--- src/rtl/modeSelPkg.sv ---
package modeSelPkg;
  localparam int NUM_BTN   = 3;
  localparam int BTN_WRITE = 2;
  localparam int BTN_STORE = 1;
  localparam int BTN_FAST  = 0;

  localparam logic [NUM_BTN-1:0] MODE_WRITE = 3'b100;
  localparam logic [NUM_BTN-1:0] MODE_STORE = 3'b010;
  localparam logic [NUM_BTN-1:0] MODE_FAST  = 3'b001;

  typedef struct packed {
    logic loadWrite;
    logic loadStore;
    logic loadFast;
  } modeStrobeT;
endpackage

--- src/rtl/btnFilter.sv ---
module btnFilter #(
  parameter int DEBOUNCE_CYCLES = 1250000,
  parameter int SYNC_STAGES     = 2
) (
  input  logic clk,
  input  logic rstN,
  input  logic rawN,
  output logic stableN
);
  localparam int CNT_W = $clog2(DEBOUNCE_CYCLES + 1);
  localparam logic [CNT_W-1:0] CNT_LAST = CNT_W'(DEBOUNCE_CYCLES - 1);

  logic [SYNC_STAGES-1:0] syncQ;
  logic [CNT_W-1:0]       cntQ;
  logic                   stableQ;
  logic                   syncOut;

  always_ff @(posedge clk or negedge rstN) begin
    if (!rstN) syncQ <= '1;
    else       syncQ <= {syncQ[SYNC_STAGES-2:0], rawN};
  end

  assign syncOut = syncQ[SYNC_STAGES-1];

  always_ff @(posedge clk or negedge rstN) begin
    if (!rstN) begin
      cntQ    <= '0;
      stableQ <= 1'b1;
    end else if (syncOut == stableQ) begin
      cntQ <= '0;
    end else if (cntQ == CNT_LAST) begin
      cntQ    <= '0;
      stableQ <= syncOut;
    end else begin
      cntQ <= cntQ + 1'b1;
    end
  end

  assign stableN = stableQ;


  filter_change_chk: assert property (@(posedge clk) disable iff (!rstN)
    (stableQ != $past(stableQ)) |-> ($past(syncOut) == stableQ));
endmodule

--- src/rtl/modeSelDatapath.sv ---
module modeSelDatapath
  import modeSelPkg::*;
#(
  parameter int DEBOUNCE_CYCLES = 1250000
) (
  input  logic               clk,
  input  logic               rstN,
  input  logic [NUM_BTN-1:0] btnN,
  input  modeStrobeT         strobe,
  output logic [NUM_BTN-1:0] req,
  output logic [NUM_BTN-1:0] mode,
  output logic               fastN
);
  logic [NUM_BTN-1:0] stableN;
  logic [NUM_BTN-1:0] modeQ;
  logic               fastNQ;
  logic               anyLoad;

  for (genvar i = 0; i < NUM_BTN; i++) begin : g_btn
    btnFilter #(
      .DEBOUNCE_CYCLES(DEBOUNCE_CYCLES),
      .SYNC_STAGES(2)
    ) u_filter (
      .clk    (clk),
      .rstN   (rstN),
      .rawN   (btnN[i]),
      .stableN(stableN[i])
    );
  end

  assign req     = ~stableN;
  assign anyLoad = strobe.loadWrite | strobe.loadStore | strobe.loadFast;

  always_ff @(posedge clk or negedge rstN) begin
    if (!rstN) begin
      modeQ  <= MODE_WRITE;
      fastNQ <= 1'b1;
    end else if (anyLoad) begin
      modeQ  <= {strobe.loadWrite, strobe.loadStore, strobe.loadFast};
      fastNQ <= ~strobe.loadFast;
    end
  end

  assign mode  = modeQ;
  assign fastN = fastNQ;


  onehot_mode_chk: assert property (@(posedge clk) disable iff (!rstN)
    $countones(modeQ) == 1);

  fast_compl_chk: assert property (@(posedge clk) disable iff (!rstN)
    fastNQ == ~modeQ[BTN_FAST]);

  hold_mode_chk: assert property (@(posedge clk) disable iff (!rstN)
    !anyLoad |=> $stable(modeQ));

  load_write_chk: assert property (@(posedge clk) disable iff (!rstN)
    strobe.loadWrite |=> modeQ == MODE_WRITE);

  load_fast_chk: assert property (@(posedge clk) disable iff (!rstN)
    strobe.loadFast |=> (modeQ == MODE_FAST && !fastNQ));
endmodule

--- src/rtl/modeSelControl.sv ---
module modeSelControl
  import modeSelPkg::*;
(
  input  logic               clk,
  input  logic               rstN,
  input  logic [NUM_BTN-1:0] req,
  output modeStrobeT         strobe
);
  logic writeOnly;
  logic storeOnly;
  logic fastOnly;

  always_comb begin
    writeOnly = req[BTN_WRITE] & ~req[BTN_STORE] & ~req[BTN_FAST];
    storeOnly = req[BTN_STORE] & ~req[BTN_WRITE] & ~req[BTN_FAST];
    fastOnly  = req[BTN_FAST]  & ~req[BTN_WRITE] & ~req[BTN_STORE];
    strobe.loadWrite = writeOnly;
    strobe.loadStore = storeOnly;
    strobe.loadFast  = fastOnly;
  end


  multi_press_chk: assert property (@(posedge clk) disable iff (!rstN)
    ($countones(req) > 1) |-> (strobe == '0));
  strobe_single_chk: assert property (@(posedge clk) disable iff (!rstN)
    $onehot0(strobe));
endmodule

--- src/rtl/storageModeDecoder.sv ---
module storageModeDecoder
  import modeSelPkg::*;
#(
  parameter int DEBOUNCE_CYCLES = 1250000
) (
  input  logic clk,
  input  logic rstN,
  input  logic writeBtnN,
  input  logic storeBtnN,
  input  logic fastBtnN,
  output logic writeMode,
  output logic storeMode,
  output logic fastMode,
  output logic fastModeN
);
  logic [NUM_BTN-1:0] btnN;
  logic [NUM_BTN-1:0] req;
  logic [NUM_BTN-1:0] mode;
  modeStrobeT         strobe;

  assign btnN = {writeBtnN, storeBtnN, fastBtnN};

  modeSelDatapath #(.DEBOUNCE_CYCLES(DEBOUNCE_CYCLES)) u_datapath (
    .clk   (clk),
    .rstN  (rstN),
    .btnN  (btnN),
    .strobe(strobe),
    .req   (req),
    .mode  (mode),
    .fastN (fastModeN)
  );

  modeSelControl u_control (
    .clk   (clk),
    .rstN  (rstN),
    .req   (req),
    .strobe(strobe)
  );

  assign writeMode = mode[BTN_WRITE];
  assign storeMode = mode[BTN_STORE];
  assign fastMode  = mode[BTN_FAST];
endmodule

--- config.mk ---
export PLATFORM = sky130hd
export DESIGN_NAME = storageModeDecoder
export DESIGN_NICKNAME = d
export VERILOG_FILES = /design/src/rtl/modeSelPkg.sv /design/src/rtl/btnFilter.sv /design/src/rtl/modeSelDatapath.sv /design/src/rtl/modeSelControl.sv /design/src/rtl/storageModeDecoder.sv
export SDC_FILE = /design/constraint.sdc
export NUM_CORES = 1
export LEC_CHECK = 0
export BUFFER_PORTS_ARGS = -buffer_cell sky130_fd_sc_hd__buf_2
export CORE_MARGIN = 2
export CORE_UTILIZATION = 29
export DETAILED_ROUTE_END_ITERATION = 6
export GPL_TIMING_DRIVEN = 0
export PLACE_DENSITY = 0.39
export SLEW_MARGIN = 25
export SYNTH_ARGS = -nofsm -noshare
export SYNTH_HDL_FRONTEND = slang
export SYNTH_HIERARCHICAL = 1
export SYNTH_SLANG_ARGS = --single-unit
--- constraint.sdc ---
create_clock -name clk -period 2.65 [get_ports clk]
set_input_delay 0.3975 -clock clk [delete_from_list [all_inputs] [get_ports clk]]
set_output_delay 0.3975 -clock clk [all_outputs]
set_load 0.1 [all_outputs]
# Word level (Yosys, flattened, before mapping)
# Cells that the tools add are included.
# op_classes
n_bitwise	16
n_eq_ne	6
n_addsub	3
muxes	6
n_reduce_logical	3
# op_table
operator	n
$mux W21	6
$add A21 B1 Y21 const B	3
$eq A21 B21 Y1 const B	3
$not A1 Y1	7
$and A1 B1 Y1	6
$reduce_and A2 Y1	3
$eq A1 B1 Y1	3
$not A3 Y3	1
$or A1 B1 Y1	2
# totals
inputBits	5
out_inout_bits	4
regBits	76
wordCells	45

# Logic depth before layout (Yosys ltp)
# depth
word_depth	6
ltp_mapped	6
ltp_nobuf	5

# Cells and area by module
# The synthesis kept the hierarchy.
# modules_own_cells
module	cells_each	area_per_inst_um2	seq_area_each_um2	instances
btnFilter	117	1174.9	604.3	3
modeSelDatapath	15	156.4	102.6	1
modeSelControl	6	45.0	0.0	1

# Least setup slack after synthesis
# OpenSTA, ideal clock, no wires.
# synth_path
path_type	reg-to-reg
startpoint	register u_datapath.g_btn[0].u_filter.cntQ[2]
endpoint	register u_datapath.g_btn[0].u_filter.cntQ[17]
setup_time_ps	77
required_ps	2573
slack_ps	913
synth_period_minus_slack_ps	1737
n_path_buf	1
stages_incl_launch_ff	6
arrival_time_ps	1660
cell_sequence	dfrtp_1 > nand4_2 > or3_1 > buf_2 > or4_1 > a21oi_1
# synth_between
elab_chain_len	3
word_cells_on_any_way	4
cone_classes	1 x add/sub; 1 x eq/ne; 2 x mux
# synth_lines
element	line_no	source
start, declared	btnFilter.sv:14	logic [CNT_W-1:0] cntQ;
start signal, assigned	btnFilter.sv:35	cntQ <= cntQ + 1'b1;
$add A21 B1 Y21 or $eq A21 B21 Y1 (tied branches)	btnFilter.sv:35, btnFilter.sv:31	
$mux W21 *	btnFilter.sv:31	end else if (cntQ == CNT_LAST) begin
$mux W21 *	btnFilter.sv:29	end else if (syncOut == stableQ) begin
# Every way passes the cells marked *; elsewhere a longest branch is shown, timed or not.
# A chain may end at the register's enable or synchronous reset.

# Worst setup path in the final report
# layout_path
startpoint	register u_datapath.g_btn[2].u_filter.cntQ[0]
endpoint	register u_datapath.g_btn[2].u_filter.cntQ[9]
# layout_between
elab_chain_len	3
word_cells_on_any_way	4
cone_classes	1 x add/sub; 1 x eq/ne; 2 x mux
# layout_lines
element	line_no
start, declared	btnFilter.sv:14
start signal, assigned	btnFilter.sv:35
$add A21 B1 Y21 or $eq A21 B21 Y1 (tied branches)	btnFilter.sv:35, btnFilter.sv:31
$mux W21 *	btnFilter.sv:31
$mux W21 *	btnFilter.sv:29
# Marked as above.

==> flow_summary.yaml <==
timing:
  clock_skew_ns: 0.008823
  rsz0062_at_grt: "false"
  period_needed_ns: 2.071
  slew_headroom_pct: 64.17
  finalSetupTns_ns: 0
  max_freq_mhz: 483.0
  finalSetupViolCount: 0
  hold_viol: 0
  fin_ws_ns: 0.5794
  finalMaxSlewViolations: 0
  fin_crit_sh_pct: 78.13
  whs_ns: 0.1541
  tightest_slew_ns: 0.5375
route:
  wl_met3_um: 264
  dr.pass1.iters: 4
  met1_length_um: 3930
  viasPerCell: 4.691
  highest_layer: "met4"
  wl_per_cell_um: 13.43
  routed-via-count: 2674
  remaining_drc_errors: 0
  drtIter0Drc: 155
  drtAntennaViolNets: 0
  wl_met2_um: 3349
  routed_wl_um: 7653
global_routing:
  grt_max_degree: 51
  grt_pass1_wl_um: 13440
  grt_usage_pct: 12.32
  grt_overflow_total: 0
  grt_pass1_vias: 2648
  antenna_found_initial: 0
worst_hold_path:
  hp-class: "primary input to flop"
  hold_depth: 1
  min_from: "storeBtnN"
  hold_end: "u_datapath/g_btn[1].u_filter/syncQ[0]$_DFF_PN1_"
critical_path:
  rr_startpoint: "u_datapath/g_btn[2].u_filter/cntQ[0]$_DFF_PN0_"
  critPathLaunchType: "flop"
  rrSetupSlack_ns: 0.58
  cp.arrival_ns: 2.27
  crit_path_max_fanout: 10
  critPathSlowestCell: "clkbuf_1"
  crit_path_end_kind: "flop"
  path_delay_family: "simple AND/OR/NAND/NOR gates"
  crit_type: "flop to flop"
  r2r-end: "u_datapath/g_btn[2].u_filter/cntQ[9]$_DFF_PN0_"
  critical_path.max_stage_delay_ns: 0.46
  r2r.worst_path.cells: 6
  critPathRequiredTime_ns: 2.85
  path_cells: "ha_1 -> and4_2 -> nand4_1 -> o21ai_0 -> clkbuf_1 -> nor2_1"
  crit_buf_inv: 1
synth:
  syn_nets: 380
  ys_seq_area_share_pct: 51.41
  synth_most_common_cell: "dfrtp_1"
  syn_avg_cell_area_um2: 10.02
  synth.area.top_cells: "dfrtp_1 (44%), dfstp_2 (7.8%), nor2_1 (6.4%), xnor2_1 (6.3%), xor2_1 (4.2%)"
  ys_ff_latch: 76
  synth_cell_types: 32
  synth.top_cell.area_share_pct: 43.65
  synth-edff-count: 0
  syn_area_mm2: 0.003726
  synthCells: 372
  synth-main-ff-cell: "dfrtp_1"
  yosysTopAreaCell: "dfrtp_1"
  ys_warn_count: 6
  synthTopCellsByCount: "dfrtp_1 (65), nor2_1 (64), xnor2_1 (27), nand3_1 (21), xor2_1 (18)"
  synthArstFlopShare_pct: 100.0
die:
  dieArea_mm2: 0.01377
  die_y_um: 117.4
  start_util_pct: 29.65
  ioPinCount: 9
  dieWidth_um: 117.4
  core_mm2: 0.01257
  core.rowCount: 41
power:
  p_sw_share_pct: 21.49
  intPower_mw: 1.981
  net-switching-power_mw: 0.5423
  p_comb_share_pct: 2.9
  leakage_nw: 1.752
  seqPwrFrac_pct: 47.4
  p_clk_share_pct: 49.6
  p_per_area_mw_per_mm2: 583.4
  peakVddDrop_mv: 0.2995
clock_network:
  post_cts_resized: 0
  clkTransAtPathRegs_ns: 0.06
  root_buffer: "clkbuf_16"
  clkSinkCount: 76
  clock_latency_ns: 0.34
  max-clock-path-buffers: 2
  cts_tree: "yes"
  cts_made_buffers: 9
  cts_hold_buf: 1
  post_cts_buffers: 0
  cts_max_level: 3
placement:
  place_ws_ns: 0.5822
  io_buffer_count: 8
  placed_area_mm2: 0.004011
  dpl.hpwl_um: 5194
  routabilityCongestion: 0.7609
layout:
  antenna_cells: 0
  fin_util_pct: 34.42
  drive_gt1_share_pct: 14.82
  nets: 401
  syn2layout_area_growth_pct: 16.08
  fin_area_mm2: 0.004325
status:
  status: "complete, no violations"
job:
  maxCapViolCount: 0
power by group through the flow:
stage / Combinational, mW / Sequential (mW) / Clock [mW]
after global routing: 0.0875 / 1.20 / 1.36
after detailed placement: 0.0773 / 1.22 / 0
after floorplan: 0.0329 / 1.21 / 0
after global placement: 0.0722 / 1.22 / 0
after CTS: 0.0787 / 1.20 / 1.31
final: 0.0743 / 1.20 / 1.25
kinds of logic after synthesis:
family / share of synthesized area [%]
muxes: 0.9066
buffers and inverters: 3.526
xor gates and xnor gates: 10.58
adders and majority gates: 1.007
DFF: 51.41
AOI/OAI and AO/OA: 5.238
and+or+nand+nor: 27.33
cells in the final DEF, fill, tap and decap left out, drive strengths merged, types with 2 or more instances in the layout:
cell type,netlist,final
nand3,24,24
and3,6,6
and4,9,9
o31ai,3,3
nor4b,6,6
clkinv,0,2
nor4,6,6
a21oi,15,15
buf,12,21
nor2,64,64
or3,12,12
inv,12,12
o21ai,15,15
xor2,18,18
nand4,18,18
and2,3,3
dfstp,11,11
nand4b,3,3
nor3b,6,6
ha,3,3
mux2,3,3
a21o,3,3
clkbuf,3,15
nand2,15,15
xnor2,27,27
or4,6,6
nor4bb,3,3
dfrtp,65,65
how the worst max path moves through the flow:
stage	cells past startpoint	end	start
2_1_floorplan	5	u_datapath/g_btn[0].u_filter/cntQ[17]$_DFF_PN0_	u_datapath/g_btn[0].u_filter/cntQ[2]$_DFF_PN0_
4_1_cts	6	u_datapath/g_btn[2].u_filter/cntQ[9]$_DFF_PN0_	u_datapath/g_btn[2].u_filter/cntQ[0]$_DFF_PN0_
6_report	6	u_datapath/g_btn[2].u_filter/cntQ[9]$_DFF_PN0_	u_datapath/g_btn[2].u_filter/cntQ[0]$_DFF_PN0_
3_5_place_dp	6	u_datapath/g_btn[2].u_filter/cntQ[9]$_DFF_PN0_	u_datapath/g_btn[2].u_filter/cntQ[0]$_DFF_PN0_
3_3_place_gp	1	u_datapath/g_btn[1].u_filter/cntQ[10]$_DFF_PN0_	rstN
5_1_grt	6	u_datapath/g_btn[2].u_filter/cntQ[9]$_DFF_PN0_	u_datapath/g_btn[2].u_filter/cntQ[0]$_DFF_PN0_
sequential cells by signal, indices dropped and copies added, names as in the netlist:
signal,cells
u_datapath/g_btn.u_filter/stableN,3
u_datapath/g_btn.u_filter/syncQ,6
u_datapath/mode,3
u_datapath/fastN,1
u_datapath/g_btn.u_filter/cntQ,63
final cells by class:
type                       count  area [um2]
multi-input combinational    269        1679
sequential                    76        1916
tap                          172       215.2
buffer                        15       86.33
clock buffer                  12       256.5
fill                        1263        8243
inverter                      12       45.04
clock inverter                 4       47.55
timing repair buffer          10       80.08
routing by layer:
layer	track usage [%]	up-vias
li1	-	1346
met1	16.83	1287
met2	17.95	35
met3	4.669	6
met4	4.066	0
met5	0	-
per-stage QoR:
step	power, mW	instances
CTS	2.581	570
global placement	1.290	552
floorplan	1.247	372
detailed placement	1.295	553
finish	2.523	570
global route	2.642	570
worst register-to-register path, stage by stage, from the launching register on:
cell and delay [ns]:
dfrtp_1 0.39, ha_1 0.25, and4_2 0.33, nand4_1 0.16, o21ai_0 0.25, clkbuf_1 0.46, nor2_1 0.11
Power figures use the tool's default switching activity.
